<file path="src/rtl/pn_guard_pkg.sv">
// Package: shared PN type and saturating helpers for the replay window checker.
// Assumes PNs are unsigned 32-bit quantities that never wrap.
package pn_guard_pkg;

    localparam int PN_W = 32;

    typedef logic [PN_W-1:0] pn_t;

    localparam pn_t PN_MAX = '1;

    // Subtract b from a, clamping at zero.
    function automatic pn_t pn_sat_sub(input pn_t a, input pn_t b);
        return (a > b) ? (a - b) : '0;
    endfunction

    // Increment a, holding at the all-ones value.
    function automatic pn_t pn_sat_inc(input pn_t a);
        return (a == PN_MAX) ? PN_MAX : (a + 1'b1);
    endfunction

endpackage

</file>
<file path="src/rtl/pn_state_bank.sv">
// Module: pn_state_bank
// One PN counter per association, with one combinational read port and one write port.
// Assumes at most one write per cycle. All counters reset to RESET_VAL.
module pn_state_bank
    import pn_guard_pkg::*;
#(
    parameter int  NUM_SA    = 8,
    parameter pn_t RESET_VAL = 32'd1,
    localparam int IDX_W     = (NUM_SA > 1) ? $clog2(NUM_SA) : 1
) (
    input  logic             clk,
    input  logic             rst_n,
    input  logic [IDX_W-1:0] rd_idx,
    output pn_t              rd_data,
    input  logic             wr_en,
    input  logic [IDX_W-1:0] wr_idx,
    input  pn_t              wr_data
);

    pn_t cnt [NUM_SA];

    genvar g;
    generate
        for (g = 0; g < NUM_SA; g++) begin : g_entry
            // Hold one association's counter; load it when addressed by a write.
            always_ff @(posedge clk) begin
                if (!rst_n)
                    cnt[g] <= RESET_VAL;
                else if (wr_en && (wr_idx == IDX_W'(g)))
                    cnt[g] <= wr_data;
            end
        end
    endgenerate

    // Read the addressed counter.
    always_comb rd_data = cnt[rd_idx];

endmodule

</file>
<file path="src/rtl/pn_tx_issue.sv">
// Module: pn_tx_issue
// Combinational transmit step: issues the stored PN, computes the advanced value
// and compares the issued PN against the limit.
// Assumes the caller commits next_pn only on a transmit request.
module pn_tx_issue
    import pn_guard_pkg::*;
(
    input  pn_t  cur_pn,
    input  pn_t  limit,
    output pn_t  issue_pn,
    output pn_t  next_pn,
    output logic exhausted
);

    // Issue the current value, advance it and flag a PN above the limit.
    always_comb begin
        issue_pn  = cur_pn;
        next_pn   = pn_sat_inc(cur_pn);
        exhausted = (cur_pn > limit);
    end

endmodule

</file>
<file path="src/rtl/pn_rx_window.sv">
// Module: pn_rx_window
// Combinational receive check: computes the lower window bound, the late
// verdict, the accept decision and the updated receive counter.
// Assumes the caller writes new_next only when accept is high.
module pn_rx_window
    import pn_guard_pkg::*;
(
    input  pn_t  cur_next,
    input  pn_t  win_size,
    input  pn_t  rx_pn,
    input  logic auth_ok,
    output logic late,
    output logic accept,
    output pn_t  new_next
);

    pn_t low_bound;
    pn_t rx_succ;

    // Build the clamped lower bound, the verdicts and the forward-only update.
    always_comb begin
        low_bound = pn_sat_sub(cur_next, win_size);
        rx_succ   = pn_sat_inc(rx_pn);
        late      = (rx_pn < low_bound);
        accept    = !late && auth_ok;
        new_next  = (rx_succ > cur_next) ? rx_succ : cur_next;
    end

endmodule

</file>
<file path="src/rtl/pn_replay_guard.sv">
// Module: pn_replay_guard (top)
// Per-association PN issue for transmit and replay-window acceptance for receive.
// A request is taken in one cycle and its response is registered for the next,
// qualified by done. Assumes one request per cycle at most. The receive counter
// commits only on a non-late frame with a passing tag verdict.
module pn_replay_guard
    import pn_guard_pkg::*;
#(
    parameter int  NUM_SA = 8,
    localparam int IDX_W  = (NUM_SA > 1) ? $clog2(NUM_SA) : 1
) (
    input  logic             clk,
    input  logic             rst_n,
    input  logic [31:0]      cfg_pn_limit,
    input  logic [31:0]      cfg_win_size,
    input  logic             req_valid,
    input  logic             req_rx,
    input  logic [IDX_W-1:0] req_sa,
    input  logic [31:0]      req_pn,
    input  logic             req_auth_ok,
    output logic             done,
    output logic [31:0]      rsp_pn,
    output logic             rsp_exhausted,
    output logic             rsp_late,
    output logic             rsp_accept
);

    pn_t  tx_cur, tx_issue, tx_next;
    pn_t  rx_cur, rx_next;
    logic tx_exh, rx_late, rx_acc;
    logic tx_we, rx_we;
    logic dir_rx_q;

    // Qualify the write enables with the request kind and verdict.
    always_comb begin
        tx_we = req_valid && !req_rx;
        rx_we = req_valid && req_rx && rx_acc;
    end

    pn_state_bank #(.NUM_SA(NUM_SA), .RESET_VAL(32'd1)) u_tx_bank (
        .clk     (clk),
        .rst_n   (rst_n),
        .rd_idx  (req_sa),
        .rd_data (tx_cur),
        .wr_en   (tx_we),
        .wr_idx  (req_sa),
        .wr_data (tx_next)
    );

    pn_state_bank #(.NUM_SA(NUM_SA), .RESET_VAL(32'd1)) u_rx_bank (
        .clk     (clk),
        .rst_n   (rst_n),
        .rd_idx  (req_sa),
        .rd_data (rx_cur),
        .wr_en   (rx_we),
        .wr_idx  (req_sa),
        .wr_data (rx_next)
    );

    pn_tx_issue u_tx (
        .cur_pn    (tx_cur),
        .limit     (cfg_pn_limit),
        .issue_pn  (tx_issue),
        .next_pn   (tx_next),
        .exhausted (tx_exh)
    );

    pn_rx_window u_rx (
        .cur_next (rx_cur),
        .win_size (cfg_win_size),
        .rx_pn    (req_pn),
        .auth_ok  (req_auth_ok),
        .late     (rx_late),
        .accept   (rx_acc),
        .new_next (rx_next)
    );

    // Register the response, zeroing the fields that do not apply to the request kind.
    always_ff @(posedge clk) begin
        if (!rst_n) begin
            done          <= 1'b0;
            dir_rx_q      <= 1'b0;
            rsp_pn        <= '0;
            rsp_exhausted <= 1'b0;
            rsp_late      <= 1'b0;
            rsp_accept    <= 1'b0;
        end else begin
            done          <= req_valid;
            dir_rx_q      <= req_rx;
            rsp_pn        <= tx_we ? tx_issue : '0;
            rsp_exhausted <= tx_we && tx_exh;
            rsp_late      <= req_valid && req_rx && rx_late;
            rsp_accept    <= req_valid && req_rx && rx_acc;
        end
    end

    // the strobe follows a request by exactly one cycle
    a_r2_done_follows_req: assert property (@(posedge clk) disable iff (!rst_n)
        req_valid |=> done);
    a_r2_no_spurious_done: assert property (@(posedge clk) disable iff (!rst_n)
        !req_valid |=> !done);

    // response fields are quiet without the strobe
    a_r2_quiet_when_idle: assert property (@(posedge clk) disable iff (!rst_n)
        !done |-> (rsp_pn == '0 && !rsp_exhausted && !rsp_late && !rsp_accept));

    // rekey flag is a strict comparison against the limit seen at request time
    a_r4_exhaust_strict: assert property (@(posedge clk) disable iff (!rst_n)
        (done && !dir_rx_q) |-> (rsp_exhausted == (rsp_pn > $past(cfg_pn_limit))));

    // a late frame is never accepted
    a_r5_late_no_accept: assert property (@(posedge clk) disable iff (!rst_n)
        !(rsp_late && rsp_accept));

    // the receive counter only moves forward
    a_r7_forward_only: assert property (@(posedge clk) disable iff (!rst_n)
        rx_we |-> (rx_next >= rx_cur));

    // a failed verdict never commits
    a_r8_fail_no_commit: assert property (@(posedge clk) disable iff (!rst_n)
        (req_valid && req_rx && !req_auth_ok) |-> !rx_we);

    // an issued PN is the value the next frame on that association builds on
    a_r3_tx_advance: assert property (@(posedge clk) disable iff (!rst_n)
        tx_we |-> (tx_next == tx_cur + 1'b1 || tx_cur == PN_MAX));

endmodule

</file>
<file path="config.mk">
export PLATFORM = sky130hd
export DESIGN_NAME = pn_replay_guard
export DESIGN_NICKNAME = d
export VERILOG_FILES = /design/src/rtl/pn_guard_pkg.sv /design/src/rtl/pn_state_bank.sv /design/src/rtl/pn_tx_issue.sv /design/src/rtl/pn_rx_window.sv /design/src/rtl/pn_replay_guard.sv
export SDC_FILE = /design/constraint.sdc
export NUM_CORES = 1
export LEC_CHECK = 0
export ABC_AREA = 1
export BUFFER_PORTS_ARGS = -buffer_cell sky130_fd_sc_hd__buf_2
export CAP_MARGIN = 30
export CORE_MARGIN = 3
export CORE_UTILIZATION = 63
export DETAILED_ROUTE_END_ITERATION = 6
export PLACE_DENSITY = 0.84
export SKIP_LAST_GASP = 1
export SLEW_MARGIN = 20
export SYNTH_ARGS = -nofsm -noshare
export SYNTH_HDL_FRONTEND = slang
export SYNTH_SLANG_ARGS = --single-unit
</file>
<file path="constraint.sdc">
create_clock -name clk -period 19.8 [get_ports clk]
set_clock_uncertainty 0.2 [all_clocks]
set_input_delay 1.98 -clock clk [delete_from_list [all_inputs] [get_ports clk]]
set_output_delay 1.98 -clock clk [all_outputs]
set_load 0.02 [all_outputs]
</file>
==> qor.txt, run 1 <==
STATUS
-------------------------------------------------------------------------------------
Result of the run                                                        finished clean

CTS
-------------------------------------------------------------------------------------
Total CTS buffers                                                                  55
Number of setup buffers added after CTS                                             0
Clock-pin slew of the registers on the worst-case setup and hold paths        0.06 ns
Clock tree from TritonCTS                                                        done
Skew-Pair Late Insertion Delay                                                0.62 ns
Clk root buf                                                                clkbuf_16
Number of buffers on the longest clock path                                         3
Number of levels the H-tree was split into                                          2
CTS hold repair buffers                                                             0
Number of cells upsized or downsized after cts                                      0
TritonCTS Sinks                                                                   548

DRT
-------------------------------------------------------------------------------------
Number of design rule violations left after detail routing                          0
Routed Antenna Nets                                                                 0
Vias after detailed routing                                                     24700
Violation count after the first detailed-route iteration                         3199
Wire length per cell                                                          22.6 um
First-pass iteration count of the detailed router                                   6
Final wirelength                                                             89200 um
Number of vias per cell after detailed routing                                   6.27

GLOBAL ROUTE
-------------------------------------------------------------------------------------
Via count of the first global-routing pass                                      24600
Wire length of the first global-routing pass                                136000 um
Total GRT Usage                                                                 0.353
Antenna violations before repair                                                    1
Pin count of the biggest net entering global routing                               88
Total congestion overflow                                                           0

FLOORPLAN
-------------------------------------------------------------------------------------
I/O pin count                                                                     140
Num rows                                                                           78
Core area                                                                  46000 um^2
Die height                                                                     223 um
Die width                                                                      223 um
Die Area                                                                   49700 um^2
Effective utilization at floorplan                                              0.645

SYNTHESIS
-------------------------------------------------------------------------------------
Proportion of synthesized flip-flops having asynchronous set or reset               0
Number of synthesized register bits                                               548
Synthesized net count                                                            3430
Average cell area after synthesis                                           9.27 um^2
Dominant synthesized flop cell                                               edfxtp_1
EDFF count, synth                                                                 512
Register area share after synthesis                                             0.543
Post-synthesis instance total                                                    3196
Synth warnings                                                                      0
Cell area after synthesis                                                  29600 um^2
Synth cell types                                                                   63

PLACED DESIGN
-------------------------------------------------------------------------------------
Placer congestion estimate                                                       1.02
DP Cell Count                                                                    3842
Post-placement cell area                                                   31100 um^2
DP Wirelength                                                                59600 um
Number of buffer cells added on primary ports                                     139

POWER AND IR DROP
-------------------------------------------------------------------------------------
Peak ir drop on the vdd network                                               75.3 uV
Leakage dissipation                                                           14.5 nW
Power per cell area                                                      86.2 nW/um^2
Power, Total                                                                0.00284 W

FINISH
-------------------------------------------------------------------------------------
Filler Cells Inserted                                                            3253
Reg area                                                                   16100 um^2
Non-filler instance count after layout                                           3946
Share of layout cells above drive strength 1                                    0.112
Number of antenna cells inserted                                                    0
Finished layout cell area                                                  33000 um^2
Final layout net count                                                           3534
Utilization of the core after routing                                           0.717
Footprint of the multi-input gates                                         11300 um^2
Synthesis-to-finish area growth                                                 11.2%

WORST SETUP PATH
-------------------------------------------------------------------------------------
Critical-path maximum fanout                                                       58
Largest delay contributor family on the critical path                    simple AND/OR/NAND/NOR gates
Most repeated library cell on the critical path                               nand2_1
Setup slack of the worst register-to-register path                           12.24 ns
CP startpoint kind                                                         input port
Critical Path Sink Type                                                          flop
Crit path buffers/inverters                                                         6
Class of the most critical setup path                                       in -> reg
Arr. time, crit path                                                         10.49 ns
Crit path largest cell delay                                                  0.73 ns
Standard cell with the maximum stage delay on the critical path              clkinv_2
Required time of the critical path                                           19.93 ns

STA
-------------------------------------------------------------------------------------
Worst slew margin relative to its limit                                         0.272
Period Utilization, post-route                                                  0.523
Final Max Tran Viols                                                                0
Worst-Margin Slew                                                             1.09 ns
Setup repair after global routing missed its margin                             false
Maximum operating frequency                                                  96.5 MHz
Setup violators final                                                               0
Final Hold Violating Endpoints                                                      0
Setup tns final                                                                  0 ns
Final min period                                                             10.36 ns

RUN
-------------------------------------------------------------------------------------
Maxcap violations                                                                   0

MIN PATH
-------------------------------------------------------------------------------------
Worst Hold Class                                                           reg -> reg

## cells in the mapped netlist (all sizes together), types with 6 or more instances
master,instances,share of area
a22oi,174,0.044
nand4,45,0.0095
xor2,24,0.0071
a21boi,10,0.0025
a211oi,11,0.0028
a22o,11,0.0033
o21ai,165,0.029
dfxtp,36,0.024
nor2,496,0.064
edfxtp,512,0.52
ha,129,0.054
or2,28,0.0059
buf,55,0.013
inv,444,0.056
nor4,14,0.0030
nand3,97,0.019
clkbuf,84,0.011
nand2,602,0.077
a21o,6,0.0015
a31oi,9,0.0019
nor3,24,0.0046
a221oi,37,0.011
a21oi,135,0.023
## sequential cells by signal (all words and copies together) (netlist names)
| signal | count |
|---|---|
| done | 1 |
| rsp_accept | 1 |
| rsp_exhausted | 1 |
| rsp_late | 1 |
| rsp_pn | 32 |
| u_rx_bank.cnt | 256 |
| u_tx_bank.cnt | 256 |
## final cells by class
class,instances,area share
Sequential cell,548,0.488
Multi-Input combinational cell,2062,0.344
Inverter,447,0.0513
Clock buffer,69,0.0446
Timing Repair Buffer,186,0.0374
Tap cell,600,0.0228
Clock inverter,34,0.0118
## final timing paths
path,to,startpoint,cells past startpoint
setup / recovery,u_rx_bank.cnt[0][19]$_SDFFCE_PN0P_,req_sa[0],32
setup reg to reg,u_rx_bank.cnt[0][19]$_SDFFCE_PN0P_,u_rx_bank.cnt[7][9]$_SDFFCE_PN0P_,29
hold reg to reg,rsp_pn[8]$_SDFF_PN0_,u_tx_bank.cnt[6][8]$_SDFFCE_PN0P_,5
hold / removal,rsp_pn[8]$_SDFF_PN0_,u_tx_bank.cnt[6][8]$_SDFFCE_PN0P_,5
## power breakdown
group	switching, W	internal [W]
registers	0.0000141	0.00131
clock network	0.000446	0.000631
logic	0.000320	0.000124
total	0.000780	0.00206
## metal layers
metal | part of all wire | global-route usage
met1 | 0.35 | 0.439
met4 | 0.068 | 0.222
met3 | 0.11 | 0.0542
met5 | 0.00015 | 0
met2 | 0.47 | 0.581
## placed cells by master (no fill, tap or decap), drive strengths merged, types with 5 or more instances in the layout
cell type,n
nor4,14
edfxtp,512
nor3,24
a21oi,135
buf,186
a22oi,174
xnor2,5
clkinv,24
o21ai,165
inv,447
xor2,24
ha,129
a22o,11
a221oi,37
or2,28
clkbuf,69
bufinv,8
a211oi,11
nand2,602
nor2,496
a21o,6
dfxtp,36
and2,5
a21boi,10
nand3,97
nand4,45
a31oi,9
## metrics by stage
stage / setup slack, ns / hold WS, ns
after floorplan: 10.40 / 0.446
after global placement: 8.77 / 0.543
after CTS: 9.54 / 0.602
final: 9.44 / 0.604
after detailed placement: 8.95 / 0.567
after global routing: 8.72 / 0.692
## worst reg2reg max path, delay by kind of cell (launching register included)
family | cells | cell delay (ns)
AND/OR/NAND/NOR | 15 | 2.71
AO/OA/AOI/OAI | 8 | 2.47
adder cells (fa/ha/maj) | 2 | 0.77
buffers and inverters | 4 | 0.74
flip-flops | 1 | 0.37
## logic make-up (layout without fill, tap and decap cells)
group                      count (synthesis)  after routing  synth area share
muxes                                      2              2          0.000718
DFF                                      548            548             0.543
and+or+nand+nor                         1316           1316             0.185
AOI/OAI and AO/OA                        585            585             0.127
buffers and inverters                    586            736            0.0810
xor gates and xnor gates                  29             29           0.00857
adders and majority gates                130            130            0.0551
Note: power is estimated with default switching activity, not from simulation.
==> inputs of run 2 (changes only) <==
- CORE_UTILIZATION: 63 -> 62
- PLACE_DENSITY: 0.84 -> 0.83
- clock period: 19.8 -> 9.8 ns (I/O delays scaled with it)
==> run 2 against run 1 <==
  * Sequential power increased by 100%
  * First-iteration DRC count increased by 0.16%
  * Via count is 0.31% lower
  * Combinational power is 100% higher
  * Die area is 1.6% higher
  * Clock power up 82%
  * Sequential share of layout area grew 0.36 points
  * Worst hold slack worse by 0.043 ns
  * Total power increased by 95%
  * Final area is 0.74% lower
  * Register-to-register slack worse by 10 ns
  * Flip-flop and latch count is the same
  * Largest cell class unchanged
==> qor.txt, run 2 (synthesis gave the netlist of run 1 again) <==
WORST SETUP PATH
-------------------------------------------------------------------------------------
Length in cells of the worst reg-to-reg path                                       30
Arr. time, crit path                                                          8.60 ns
Critical Path Sink Type                                                          flop
CP startpoint kind                                                         input port
Required time of the critical path                                            9.95 ns
Largest delay contributor family on the critical path                    simple AND/OR/NAND/NOR gates
Source of the worst register-to-register timing path                     u_rx_bank.cnt[5][1]$_SDFFCE_PN0P_
Class of the most critical setup path                                       in -> reg
Setup slack of the worst register-to-register path                            2.26 ns
R2r endpoint                                                             u_rx_bank.cnt[2][22]$_SDFFCE_PN0P_
Critical-path maximum fanout                                                       34
Standard cell with the maximum stage delay on the critical path             a2111oi_0
Crit path largest cell delay                                                  0.86 ns
Crit path buffers/inverters                                                         7
Most repeated library cell on the critical path                               nand2_1

MIN PATH
-------------------------------------------------------------------------------------
HP Start                                                                    req_valid
Worst hold stages                                                                   3
Worst Hold Class                                                            in -> reg
Destination of the worst hold path                                       done$_SDFF_PN0_

POWER AND IR DROP
-------------------------------------------------------------------------------------
Cell internal pwr                                                           0.00397 W
Leakage dissipation                                                           14.4 nW
Power per cell area                                                       169 nW/um^2
Reg power frac                                                                  0.482
Portion of total power attributed to combinational logic                        0.161
Peak ir drop on the vdd network                                                165 uV
Clock network power share                                                       0.357
Switching component of the power                                            0.00156 W
Net Sw Frac                                                                     0.283

STA
-------------------------------------------------------------------------------------
Final min period                                                              8.46 ns
Worst-Margin Slew                                                             1.02 ns
Setup violators final                                                               0
Setup repair after global routing missed its margin                             false
Maximum operating frequency                                                   118 MHz
Final Max Tran Viols                                                                0
Setup tns final                                                                  0 ns
Period Utilization, post-route                                                  0.863
Worst slew margin relative to its limit                                         0.303
Final Hold Violating Endpoints                                                      0
Worst hold margin                                                            0.561 ns

GLOBAL ROUTE
-------------------------------------------------------------------------------------
Total congestion overflow                                                           0
Antenna violations before repair                                                    2
Pin count of the biggest net entering global routing                               88
Wire length of the first global-routing pass                                134000 um
Via count of the first global-routing pass                                      24500
Total GRT Usage                                                                 0.345

PLACED DESIGN
-------------------------------------------------------------------------------------
Post-placement cell area                                                   31000 um^2
Placer congestion estimate                                                      0.995
Number of buffer cells added on primary ports                                     139
DP Wirelength                                                                59100 um
DP Cell Count                                                                    3860

FINISH
-------------------------------------------------------------------------------------
Filler Cells Inserted                                                            3486
Finished layout cell area                                                  32700 um^2
Share of layout cells above drive strength 1                                    0.111
Most common library cell in the layout ignoring fill and taps                 nand2_1
Registers with the most flip-flops                                       u_rx_bank.cnt x256, u_tx_bank.cnt x256, rsp_pn x32
Non-filler instance count after layout                                           3962
Commonest non-fill, non-tap cells in the layout                          nand2_1, edfxtp_1, nor2_1, inv_1, a22oi_1
Final layout net count                                                           3544
Synthesis-to-finish area growth                                                 10.4%

DRT
-------------------------------------------------------------------------------------
Routed Antenna Nets                                                                 0
Final wirelength                                                             87600 um
Vias after detailed routing                                                     24700
First-pass iteration count of the detailed router                                   7
Number of vias per cell after detailed routing                                   6.22
Violation count after the first detailed-route iteration                         3204
Wire length per cell                                                          22.1 um
Number of design rule violations left after detail routing                          0

STATUS
-------------------------------------------------------------------------------------
Result of the run                                                        finished clean

FLOORPLAN
-------------------------------------------------------------------------------------
Num rows                                                                           79
Die width                                                                      225 um
Effective utilization at floorplan                                              0.633
Die Area                                                                   50500 um^2
Die height                                                                     225 um
I/O pin count                                                                     140
Core area                                                                  46900 um^2

CTS
-------------------------------------------------------------------------------------
Number of cells upsized or downsized after cts                                      0
TritonCTS Sinks                                                                   548
Clock tree from TritonCTS                                                        done
Total CTS buffers                                                                  54
Number of levels the H-tree was split into                                          2
Skew-Pair Late Insertion Delay                                                0.63 ns
CTS hold repair buffers                                                             0
Number of setup buffers added after CTS                                             0
Number of buffers on the longest clock path                                         3
Clk root buf                                                                clkbuf_16
Clock-pin slew of the registers on the worst-case setup and hold paths        0.06 ns

RUN
-------------------------------------------------------------------------------------
Maxcap violations                                                                   0

## run 2: metrics by stage
step / util / setup WS [ns] / power (W)
global placement: 0.662 / 1.26 / 0.00354
global route: 0.698 / 0.967 / 0.00572
floorplan: - / 1.40 / 0.00327
finish: 0.698 / 1.34 / 0.00554
detailed placement: 0.663 / 1.03 / 0.00358
CTS: 0.698 / 1.65 / 0.00551
## run 2: how the worst max path moves through the flow
stage | cells past startpoint | endpoint | slack, ns | startpoint
4_1_cts | 31 | u_rx_bank.cnt[2][22]$_SDFFCE_PN0P_ | 1.65 | req_sa[0]
6_report | 31 | u_rx_bank.cnt[2][22]$_SDFFCE_PN0P_ | 1.34 | req_sa[0]
3_5_place_dp | 31 | u_rx_bank.cnt[2][19]$_SDFFCE_PN0P_ | 1.03 | req_sa[0]
2_1_floorplan | 35 | u_rx_bank.cnt[0][0]$_SDFFCE_PN1P_ | 1.40 | req_sa[1]
3_3_place_gp | 37 | u_rx_bank.cnt[2][19]$_SDFFCE_PN0P_ | 1.26 | req_sa[1]
5_1_grt | 28 | u_rx_bank.cnt[2][22]$_SDFFCE_PN0P_ | 0.97 | req_sa[0]
## run 2: power groups by stage
stage / clock network, W / logic, W / registers, W
after global routing: 0.00207 / 0.000970 / 0.00267
after floorplan: 0 / 0.000554 / 0.00272
after global placement: 0 / 0.000832 / 0.00271
after detailed placement: 0 / 0.000866 / 0.00272
final: 0.00197 / 0.000893 / 0.00267
after CTS: 0.00198 / 0.000872 / 0.00267
## run 2: cell type report
cell class | instances | area, um^2 | share of cell area
clock inverter | 27 | 185 | 0.00566
sequential | 548 | 16100 | 0.492
multi-input combinational | 2062 | 11300 | 0.347
antenna | 1 | 2.50 | 0.0000765
timing repair buffer | 197 | 1170 | 0.0357
inverter | 447 | 1690 | 0.0517
tap | 607 | 759 | 0.0232
clock buffer | 73 | 1480 | 0.0452
## run 2: routing by layer
| layer | GRT usage | routed length, um | up-vias |
|---|---|---|---|
| met1 | 0.428 | 30900 | 11500 |
| met4 | 0.190 | 5360 | 2 |
| li1 | - | - | 11100 |
| met5 | 0 | 17 | - |
| met3 | 0.0510 | 8990 | 361 |
| met2 | 0.584 | 42300 | 1691 |
## run 2: worst reg2reg max path, delay by kind of cell (launching register included)
| kind | cells | cell delay, ns |
|---|---|---|
| flops | 1 | 0.36 |
| buf+inv | 2 | 0.61 |
| compound gates | 16 | 4.07 |
| simple gates | 10 | 1.35 |
| fa+ha+maj | 2 | 0.66 |
